===== src/rtl/atab_pkg.sv =====
package atab_pkg;
  localparam int HOST_W  = 32;
  localparam int DEV_W   = 16;
  localparam int HOST_BE = HOST_W / 8;
  localparam int DEV_BE  = DEV_W / 8;

  // where a beat's device word sits on the host word
  typedef enum logic [1:0] {
    LN_LO  = 2'd0,   // host 15:0
    LN_HI  = 2'd1,   // host 31:16
    LN_UP8 = 2'd2    // host 15:8 carried on device 7:0
  } lane_e;

  typedef enum logic [1:0] {
    SQ_IDLE  = 2'd0,
    SQ_BEAT0 = 2'd1,
    SQ_BEAT1 = 2'd2,
    SQ_RESP  = 2'd3
  } seq_e;

  localparam logic WIN_CMD = 1'b0;
  localparam logic WIN_CTL = 1'b1;
endpackage


===== src/rtl/atab_decode.sv =====
module atab_decode
  import atab_pkg::*;
#(
  parameter int OFF_W = 2
) (
  input  logic                   mode16,
  input  logic                   win,
  input  logic                   wr,
  input  logic [OFF_W-1:0]       off,
  input  logic [HOST_BE-1:0]     be,
  output logic [1:0]             nbeats,
  output logic [OFF_W:0]         idx0,
  output lane_e                  lane0,
  output logic [DEV_BE-1:0]      be0,
  output logic [OFF_W:0]         idx1,
  output logic [DEV_BE-1:0]      be1,
  output logic                   mis
);
  localparam int IDX_W = OFF_W + 1;

  logic [IDX_W-1:0] even_idx;
  logic [IDX_W-1:0] odd_idx;
  logic             lo_any;
  logic             hi_any;
  logic             off_zero;
  logic             off_one;

  assign even_idx = {off, 1'b0};
  assign odd_idx  = {off, 1'b1};
  assign lo_any   = |be[DEV_BE-1:0];
  assign hi_any   = |be[HOST_BE-1:DEV_BE];
  assign off_zero = (off == '0);
  assign off_one  = (off == OFF_W'(1));

  always_comb begin
    nbeats = 2'd0;
    idx0   = even_idx;
    lane0  = LN_LO;
    be0    = be[DEV_BE-1:0];
    idx1   = '0;
    be1    = be[HOST_BE-1:DEV_BE];
    mis    = 1'b0;
    if (mode16) begin
      unique case (be[DEV_BE-1:0])
        2'b11: begin
          nbeats = 2'd1;
          if (win == WIN_CMD && off_one) begin
            idx0 = '0;
            mis  = 1'b1;
          end
        end
        2'b01: nbeats = 2'd1;
        2'b10: begin
          nbeats = 2'd1;
          idx0   = odd_idx;
          lane0  = LN_UP8;
          be0    = 2'b01;
        end
        default: nbeats = 2'd0;
      endcase
    end else if (win == WIN_CMD) begin
      if (lo_any) begin
        nbeats = (off_zero && hi_any) ? 2'd2 : 2'd1;
      end else if (hi_any) begin
        nbeats = 2'd1;
        idx0   = odd_idx;
        lane0  = LN_HI;
        be0    = be[HOST_BE-1:DEV_BE];
      end
    end else begin
      if (wr ? be[0] : lo_any) begin
        nbeats = 2'd1;
      end else if (be[2]) begin
        nbeats = 2'd1;
        idx0   = odd_idx;
        lane0  = LN_HI;
        be0    = be[HOST_BE-1:DEV_BE];
      end
    end
  end
endmodule


===== src/rtl/atab_steer.sv =====
module atab_steer
  import atab_pkg::*;
(
  input  lane_e               lane,
  input  logic [DEV_BE-1:0]   be,
  input  logic [HOST_W-1:0]   host_wdata,
  input  logic [DEV_W-1:0]    dev_rdata,
  output logic [DEV_W-1:0]    dev_wdata,
  output logic [HOST_W-1:0]   place
);
  logic [DEV_W-1:0] rd_masked;

  genvar b;
  generate
    for (b = 0; b < DEV_BE; b++) begin : g_lane
      assign rd_masked[b*8 +: 8] = be[b] ? dev_rdata[b*8 +: 8] : 8'h00;
    end
  endgenerate

  always_comb begin
    dev_wdata = host_wdata[DEV_W-1:0];
    place     = '0;
    unique case (lane)
      LN_HI: begin
        dev_wdata = host_wdata[HOST_W-1:DEV_W];
        place     = {rd_masked, {DEV_W{1'b0}}};
      end
      LN_UP8: begin
        dev_wdata = {8'h00, host_wdata[15:8]};
        place     = {{DEV_W{1'b0}}, rd_masked[7:0], 8'h00};
      end
      default: begin
        dev_wdata = host_wdata[DEV_W-1:0];
        place     = {{DEV_W{1'b0}}, rd_masked};
      end
    endcase
  end
endmodule


===== src/rtl/atab_seq.sv =====
module atab_seq
  import atab_pkg::*;
#(
  parameter int OFF_W = 2
) (
  input  logic                 clk,
  input  logic                 rst_n,
  input  logic                 req_valid,
  output logic                 req_ready,
  input  logic                 req_write,
  input  logic                 req_win,
  input  logic [HOST_W-1:0]    req_wdata,
  input  logic [1:0]           d_nbeats,
  input  logic [OFF_W:0]       d_idx0,
  input  lane_e                d_lane0,
  input  logic [DEV_BE-1:0]    d_be0,
  input  logic [OFF_W:0]       d_idx1,
  input  logic [DEV_BE-1:0]    d_be1,
  input  logic                 d_mis,
  output logic                 stb,
  output logic                 we,
  output logic                 win,
  output logic [OFF_W:0]       idx,
  output lane_e                cur_lane,
  output logic [DEV_BE-1:0]    cur_be,
  output logic [HOST_W-1:0]    wdata_q,
  output logic                 mis_o,
  input  logic [HOST_W-1:0]    place,
  output logic                 rsp_valid,
  input  logic                 rsp_ready,
  output logic [HOST_W-1:0]    rsp_rdata
);
  localparam int IDX_W = OFF_W + 1;

  seq_e              state;
  logic [1:0]        nb_q;
  logic [IDX_W-1:0]  idx0_q;
  logic [IDX_W-1:0]  idx1_q;
  lane_e             lane0_q;
  logic [DEV_BE-1:0] be0_q;
  logic [DEV_BE-1:0] be1_q;
  logic              mis_q;
  logic              we_q;
  logic              win_q;
  logic [HOST_W-1:0] hold_q;

  always_ff @(posedge clk or negedge rst_n) begin
    if (!rst_n) begin
      state   <= SQ_IDLE;
      nb_q    <= '0;
      idx0_q  <= '0;
      idx1_q  <= '0;
      lane0_q <= LN_LO;
      be0_q   <= '0;
      be1_q   <= '0;
      mis_q   <= 1'b0;
      we_q    <= 1'b0;
      win_q   <= 1'b0;
      wdata_q <= '0;
      hold_q  <= '0;
    end else begin
      unique case (state)
        SQ_IDLE: begin
          if (req_valid) begin
            nb_q    <= d_nbeats;
            idx0_q  <= d_idx0;
            idx1_q  <= d_idx1;
            lane0_q <= d_lane0;
            be0_q   <= d_be0;
            be1_q   <= d_be1;
            mis_q   <= d_mis;
            we_q    <= req_write;
            win_q   <= req_win;
            wdata_q <= req_wdata;
            hold_q  <= '0;
            state   <= (d_nbeats == 2'd0) ? SQ_RESP : SQ_BEAT0;
          end
        end
        SQ_BEAT0: begin
          if (!we_q) hold_q <= hold_q | place;
          state <= (nb_q == 2'd2) ? SQ_BEAT1 : SQ_RESP;
        end
        SQ_BEAT1: begin
          if (!we_q) hold_q <= hold_q | place;
          state <= SQ_RESP;
        end
        default: begin
          if (rsp_ready) state <= SQ_IDLE;
        end
      endcase
    end
  end

  assign req_ready = (state == SQ_IDLE);
  assign stb       = (state == SQ_BEAT0) || (state == SQ_BEAT1);
  assign we        = we_q;
  assign win       = win_q;
  assign idx       = (state == SQ_BEAT1) ? idx1_q : idx0_q;
  assign cur_lane  = (state == SQ_BEAT1) ? LN_HI : lane0_q;
  assign cur_be    = (state == SQ_BEAT1) ? be1_q : be0_q;
  assign mis_o     = (state == SQ_BEAT0) && mis_q;
  assign rsp_valid = (state == SQ_RESP);
  assign rsp_rdata = hold_q;
endmodule


===== src/rtl/ata_reg_bridge32.sv =====
module ata_reg_bridge32
  import atab_pkg::*;
#(
  parameter int OFF_W = 2
) (
  input  logic                clk,
  input  logic                rst_n,
  input  logic                host_mode16,
  input  logic                req_valid,
  output logic                req_ready,
  input  logic                req_write,
  input  logic                req_win,
  input  logic [OFF_W-1:0]    req_off,
  input  logic [3:0]          req_be,
  input  logic [31:0]         req_wdata,
  output logic                rsp_valid,
  input  logic                rsp_ready,
  output logic [31:0]         rsp_rdata,
  output logic                dev_stb,
  output logic                dev_we,
  output logic                dev_win,
  output logic [OFF_W:0]      dev_idx,
  output logic [1:0]          dev_be,
  output logic [15:0]         dev_wdata,
  input  logic [15:0]         dev_rdata,
  output logic                misuse
);
  logic [1:0]        d_nbeats;
  logic [OFF_W:0]    d_idx0;
  logic [OFF_W:0]    d_idx1;
  lane_e             d_lane0;
  logic [DEV_BE-1:0] d_be0;
  logic [DEV_BE-1:0] d_be1;
  logic              d_mis;
  lane_e             cur_lane;
  logic [HOST_W-1:0] wdata_q;
  logic [HOST_W-1:0] place;

  atab_decode #(.OFF_W(OFF_W)) u_dec (
    .mode16 (host_mode16),
    .win    (req_win),
    .wr     (req_write),
    .off    (req_off),
    .be     (req_be),
    .nbeats (d_nbeats),
    .idx0   (d_idx0),
    .lane0  (d_lane0),
    .be0    (d_be0),
    .idx1   (d_idx1),
    .be1    (d_be1),
    .mis    (d_mis)
  );

  atab_seq #(.OFF_W(OFF_W)) u_seq (
    .clk       (clk),
    .rst_n     (rst_n),
    .req_valid (req_valid),
    .req_ready (req_ready),
    .req_write (req_write),
    .req_win   (req_win),
    .req_wdata (req_wdata),
    .d_nbeats  (d_nbeats),
    .d_idx0    (d_idx0),
    .d_lane0   (d_lane0),
    .d_be0     (d_be0),
    .d_idx1    (d_idx1),
    .d_be1     (d_be1),
    .d_mis     (d_mis),
    .stb       (dev_stb),
    .we        (dev_we),
    .win       (dev_win),
    .idx       (dev_idx),
    .cur_lane  (cur_lane),
    .cur_be    (dev_be),
    .wdata_q   (wdata_q),
    .mis_o     (misuse),
    .place     (place),
    .rsp_valid (rsp_valid),
    .rsp_ready (rsp_ready),
    .rsp_rdata (rsp_rdata)
  );

  atab_steer u_steer (
    .lane       (cur_lane),
    .be         (dev_be),
    .host_wdata (wdata_q),
    .dev_rdata  (dev_rdata),
    .dev_wdata  (dev_wdata),
    .place      (place)
  );
endmodule


===== config.mk =====
export PLATFORM = sky130hd
export DESIGN_NAME = ata_reg_bridge32
export DESIGN_NICKNAME = d
export VERILOG_FILES = /design/src/rtl/atab_pkg.sv /design/src/rtl/atab_decode.sv /design/src/rtl/atab_steer.sv /design/src/rtl/atab_seq.sv /design/src/rtl/ata_reg_bridge32.sv
export SDC_FILE = /design/constraint.sdc
export NUM_CORES = 1
export LEC_CHECK = 0
export ABC_CLOCK_PERIOD_IN_PS = 2500
export BUFFER_PORTS_ARGS = -buffer_cell sky130_fd_sc_hd__buf_2
export CAP_MARGIN = 20
export CORE_MARGIN = 5
export CORE_UTILIZATION = 45
export CTS_BUF_LIST = sky130_fd_sc_hd__clkbuf_4 sky130_fd_sc_hd__clkbuf_8
export DETAILED_ROUTE_END_ITERATION = 8
export GPL_ROUTABILITY_DRIVEN = 0
export PLACE_DENSITY = 0.73
export SLEW_MARGIN = 10
export SYNTH_ARGS = -nofsm -noshare
export SYNTH_HDL_FRONTEND = slang
export SYNTH_SLANG_ARGS = --single-unit

===== constraint.sdc =====
create_clock -name clk -period 2.5 [get_ports clk]
set_input_delay 0.125 -clock clk [delete_from_list [all_inputs] [get_ports clk]]
set_output_delay 0.125 -clock clk [all_outputs]
set_load 0.005 [all_outputs]

Yosys cells after proc, flatten, opt, wreduce, memory -nomap -nowiden
Cells that the tools add are included.

Flip-flop bits (word level): 80. Bits of input ports: 61. Output and inout port bits: 59. Logic and storage cells: 88.

Equality and inequality tests: 12. Muxes and demuxes: 47. Bitwise gates (word level): 2. Reductions and logical operators: 16.

Operators by type and width (count): $pmux 32 s2 (2); $mux 32 (2); $mux 2 (22); $or 32x32->32 (1); $pmux 16 s2 (1); $mux 8 (2); $mux 1 (13); $eq 2x2->1 const B (6); $mux 3 (3); $eq 2x1->1 const B (4); $logic_not 2->1 (3); $pmux 2 s3 (1); $pmux 3 s2 (1); $reduce_or 2->1 (3); $ne 2x2->1 const B (2); $reduce_and 2->1 (2); $reduce_bool 4->1 (1); $logic_and 1x1->1 (3); $reduce_and 3->1 (1); $reduce_or 3->1 (1); $reduce_bool 2->1 (1); $logic_or 1x1->1 (1); $not 1->1 (1).

Logic depth before layout (Yosys ltp)
Depth in word-level cells: 10. Mapped depth: 12. Depth with buffers taken out: 8.

By module
From an unflattened synthesis, not the netlist that was laid out.

Cells, all modules: 417. Area total of the unflattened synthesis: 4371.7 µm².

Modules (own cells, without submodules): atab_seq (times used 1, cells an instance 272, area each 3428.3 µm², seq. area each 2077.0 µm²); atab_steer (times used 1, cells an instance 99, area each 624.3 µm², seq. area each 0.0 µm²); atab_decode (times used 1, cells an instance 46, area each 319.1 µm², seq. area each 0.0 µm²).

Worst setup path after synthesis
OpenSTA, ideal clock, no wires.

Path type: flip-flop to flip-flop. From: register u_seq.state[0]. To: register u_seq.hold_q[16] (netlist: u_seq.rsp_rdata[16]). Setup time: 0.065 ns. Data arrival time: 2.451 ns. Data required time: 2.435 ns. Path slack: -0.017 ns. Cell stages (with the launch flop): 13. Buffers on the path: 4. Clock period less this slack: 2.517 ns. Path through: dfrtp_1 inv_1 ha_1 buf_2 or2_2 ha_1 buf_2 a21oi_1 nor4bb_1 buf_2 and3_4 buf_6 a22o_1.

Cells in the longest elaborated chain, start to end: 7. Elaborated cells between the ends (all ways): 17. Classes of those cells: eq/ne (6); mux (6); bitwise (1); reduce/logical (4).

Ends and longest elaborated chain: start: declaration (RTL line atab_seq.sv:35) `seq_e state;`; start signal: assignment (RTL line atab_seq.sv:76) `state <= (d_nbeats == 2'd0) ? SQ_RESP : SQ_BEAT0;`; start signal: assignment (RTL line atab_seq.sv:81) `state <= (nb_q == 2'd2) ? SQ_BEAT1 : SQ_RESP;`; $eq 2x2->1 (RTL line atab_seq.sv:62, atab_seq.sv:99, atab_seq.sv:100); $mux 2, on equally long branches (RTL line atab_seq.sv:99, atab_seq.sv:100); $eq 2x2->1 (tied with other cells) (RTL line atab_steer.sv:23) `unique case (lane)`; $pmux 32 s2 (RTL line atab_steer.sv:23); $or 32x32->32 (RTL line atab_seq.sv:80, atab_seq.sv:84); $mux 32 (RTL line atab_seq.sv:80, atab_seq.sv:84); $pmux 32 s2 (RTL line atab_seq.sv:62) `unique case (state)`; end signal: assignment (RTL line atab_seq.sv:80) `if (!we_q) hold_q <= hold_q | place;`; end signal: assignment (RTL line atab_seq.sv:84) `if (!we_q) hold_q <= hold_q | place;`; end: declaration (RTL line atab_seq.sv:45) `logic [HOST_W-1:0] hold_q;`.

Parallel ways exist; a longest one is shown, timed or not. The select of a mux whose other input is x is not followed. A chain may end at the register's enable or synchronous reset.

Worst setup path in the final report
From: register u_seq.state[0]. To: output port dev_wdata[1].

Cells in the longest elaborated chain, start to end: 4. Elaborated cells between the ends (all ways): 5. Classes of those cells: eq/ne (3); mux (2).

Ends and longest elaborated chain: $eq 2x2->1 (*) (RTL line atab_seq.sv:99) `assign cur_lane = (state == SQ_BEAT1) ? LN_HI : lane0_q;`; $mux 2 (*) (RTL line atab_seq.sv:99); $eq 2x2->1 or $eq 2x1->1 (tied branches) (RTL line atab_steer.sv:23); $pmux 16 s2 (*) (RTL line atab_steer.sv:23); end: declaration (RTL line ata_reg_bridge32.sv:24) `output logic [15:0] dev_wdata,`.

Every way passes the cells marked *; elsewhere a longest branch is shown, timed or not.

==> impl_metrics.csv <==
group,metric,value,unit
timing,clock.fmax,419.0,MHz
synth,synth_xor_xnor_area_share,0,%
worst_hold_path,hp-class,"in -> reg",
final_layout,syn_to_final_growth,37.59,%
timing,rsz0062_at_grt,"no",
power_and_ir_drop,vdd_drop_max,0.6894,mV
run,cap_violations,0,
synth,synth_compound_area_share,16.63,%
status,status,"completed",
cts,tritoncts,"built",
synth,synth.avg_cell_area,11.26,um^2
final_layout,final_nets,551,
synth,synthMuxAreaShare,11.62,%
setup_path,crit_type,"reg -> out",
setup_path,crit_end,"dev_wdata[1]",
setup_path,end_kind,"output port",
cts,cts.clk_slew.worst_paths,90,ps
global_routing,grt_antenna_before_repair,0,
synth,synth_top_family_by_area,"compound AO/OA/AOI/OAI gates",
synth,ys_seq_area_share,54.53,%
detailed_routing,ant_nets,0,
power_and_ir_drop,power_frac_seq,32.9,%
timing,report.final.slew_viol_count,0,
detailed_routing,drt_iter0_markers,115,
power_and_ir_drop,power.internal,3.975,mW
final_layout,final_core_util,62.42,%
synth,synth_area,3671,um^2
synth,synth-edff-count,0,
setup_path,startpoint,"u_seq.state[0]",
die,die_h,100.3,um
detailed_routing,post_drt_wl_per_cell,17.18,um
final_layout,antenna_cells,0,
cts,h-tree-depth,3,
setup_path,r2r_cells,9,
cts,cts-root-buf,"clkbuf_8",
power_and_ir_drop,p_clk_share,13.6,%
placement,dp_hpwl,6744,um
placement,numPortBuffers,119,
cts,cts.sinks,80,
setup_path,critical_path.max_fanout,12,
synth,ys_top_cells_by_area,"dfrtp_1 55%, mux2_2 11%, a22o_1 3.8%, a31oi_1 3.2%, a21oi_1 3.0%",
global_routing,track_usage,20.59,%
synth,ys_warn_count,0,
die,ios,120,
setup_path,start_kind,"flop",
die,start_util,45.36,%
timing,period_needed,2387,ps
global_routing,grt_start_max_net_pins,81,
synth,synth_adder_area_share,2.045,%
placement,dp_slack,139.3,ps
synth,syn_inst,326,
power_and_ir_drop,p_leak,2.464,nW
synth,synth.net_count,393,
synth,synth.most_common_cell,"dfrtp_1",
global_routing,grt_pass1_vias,3303,
setup_path,arrival,2260,ps
detailed_routing,vias,3179,
cts,cts_buffers,9,
power_and_ir_drop,switching_power,2.569,mW
die,die_w,100.3,um
setup_path,r2r-end,"u_seq.rsp_rdata[18]",
detailed_routing,drc,0,
synth,ys.flop_type,"dfrtp_1",
synth,ys_ff_latch,80,
power_and_ir_drop,power.density,1295,nW/um^2
power_and_ir_drop,sw_frac_of_total,39.26,%
die,core_area,8093,um^2
timing,finalHoldViolations,0,
timing,fin_tns_setup,0,ps
detailed_routing,viasPerCell,5.352,
power_and_ir_drop,combPwrFrac,53.5,%
setup_path,cp_slowest_cell,"dfrtp_1",
setup_path,worstPathRequired,2380,ps
timing,relSlewSlack,60.39,%
synth,async_reset_ff_share,100.0,%
synth,ys_types,41,
global_routing,grt_pass1_wl,16390,um
timing,tightest_slew,592.9,ps
timing,fin_crit_sh,95.47,%
synth,netlist_top_cells_count,"80 x dfrtp_1, 37 x mux2_2, 22 x a21oi_1",
setup_path,critPathMaxStageDelay,360,ps
synth,synthSimpleGateAreaFrac,11.21,%
synth,synth_top_area_share,54.53,%
setup_path,r2r_slack,280,ps
synth,yosysTopAreaCell,"dfrtp_1",
setup_path,path_cells,"inv_1 -> ha_2 -> or2_4 -> ha_4 -> buf_4 -> bufbuf_16 -> o21ai_0 -> buf_2",
final_layout,drive_above_1_share,41.51,%
power_and_ir_drop,power.total,6.543,mW
detailed_routing,wirelength,10210,um
cts,clockBufferDepth,2,
timing,finalSetupViolCount,0,
cts,insertion_delay,360,ps
timing,finClkSkew,7.831,ps
die,row_count,33,
die,die_area,10060,um^2
setup_path,rr_startpoint,"u_seq.state[0]",
detailed_routing,dr.pass1.iters,4,
global_routing,grt.overflow.total,0,
timing,setup_slack,113.3,ps
==> critical path, delay by kind of cell, from the launching register on <==
kind / cells / cell delay, ps
buffers and inverters: 4 / 630
adder cells (fa/ha/maj): 2 / 450
flip-flops: 1 / 360
AND/OR/NAND/NOR: 1 / 270
AO/OA/AOI/OAI: 1 / 190
==> cell families after synthesis <==
family,after synthesis
AOI/OAI and AO/OA,92
muxes,38
DFF,80
and+or+nand+nor,79
adders and majority gates,6
buffers and inverters,31
==> repair_timing <==
| action | CTS | global route |
|---|---|---|
| pin swaps | 1 | 0 |
| hold endpoints to repair | 113 | 0 |
| gates cloned | 1 | 0 |
| hold buffers | 34 | 0 |
| setup endpoints to repair | 9 | 16 |
| resized for setup | 5 | 3 |
| setup buffers | 3 | 1 |
==> state kept, by name (all words and copies together), names as in the netlist <==
name,cells
u_seq.idx0_q,3
u_seq.we,1
u_seq.be0_q,2
u_seq.wdata_q,32
u_seq.win,1
u_seq.be1_q,2
u_seq.nb_q,2
u_seq.rsp_rdata,32
u_seq.state,2
u_seq.mis_q,1
u_seq.lane0_q,2
==> routing by layer <==
| layer | share of wire (%) | global-route usage (%) | wire, um | vias to the layer above |
|---|---|---|---|---|
| li1 | - | - | - | 1502 |
| met1 | 42 | 25.50 | 4258 | 1551 |
| met2 | 50 | 34.86 | 5108 | 119 |
| met3 | 7.3 | 5.281 | 750 | 7 |
| met4 | 0.86 | 7.150 | 88 | 0 |
| met5 | 0 | 0 | 0 | - |
==> power by group through the flow <==
stage | clock, mW | combinational [mW] | sequential, mW
5_1_grt | 0.984 | 3.80 | 2.22
3_3_place_gp | 0 | 3.04 | 2.15
2_1_floorplan | 0 | 1.94 | 2.11
3_5_place_dp | 0 | 3.12 | 2.18
4_1_cts | 0.915 | 3.47 | 2.14
6_report | 0.891 | 3.50 | 2.15
==> stage by stage <==
step	hold slack, ps	instances	cell area (um^2)
after CTS	2.207	592	5014
after global placement	355.8	538	4410
final	20.52	594	5051
after detailed placement	363.9	538	4410
after floorplan	-170.6	326	3671
after global routing	10.13	594	5051
==> worst min-delay path by stage <==
stage / from / endpoint / slack, ps / depth (start not counted)
floorplan: rst_n / u_seq.be0_q[0] / -170 / 0
global placement: rst_n / u_seq.rsp_rdata[17] / 360 / 1
detailed placement: req_wdata[28] / u_seq.wdata_q[28] / 360 / 2
CTS: dev_rdata[0] / u_seq.rsp_rdata[16] / 2 / 2
global route: dev_rdata[0] / u_seq.rsp_rdata[16] / 10 / 2
finish: dev_rdata[6] / u_seq.rsp_rdata[22] / 20 / 2
==> placed cells by master (no fill, tap or decap), types with 3 or more instances in the layout <==
cell,instances
nor3_1,3
a21oi_1,22
buf_12,3
inv_1,7
o41ai_1,3
clkbuf_8,9
nor2b_1,6
o21ai_0,9
nand2b_1,3
a22oi_1,8
a22o_1,16
clkinv_4,3
ha_1,4
mux2_2,37
nor2_1,21
dfrtp_1,80
a31oi_1,19
o31ai_1,5
buf_4,14
dlygate4sd3_1,34
nand3_1,8
nor3b_1,3
nand2_1,20
buf_2,118
==> layout make-up <==
type	count	area, um^2
Fill cell	698	3042
Inverter	7	26.28
Clock buffer	9	123.9
Sequential cell	80	2002
Timing Repair Buffer	171	1156
Tap cell	105	131.4
Multi-Input combinational cell	215	1555
Clock inverter	7	56.30
Power figures use the tool's default switching activity.
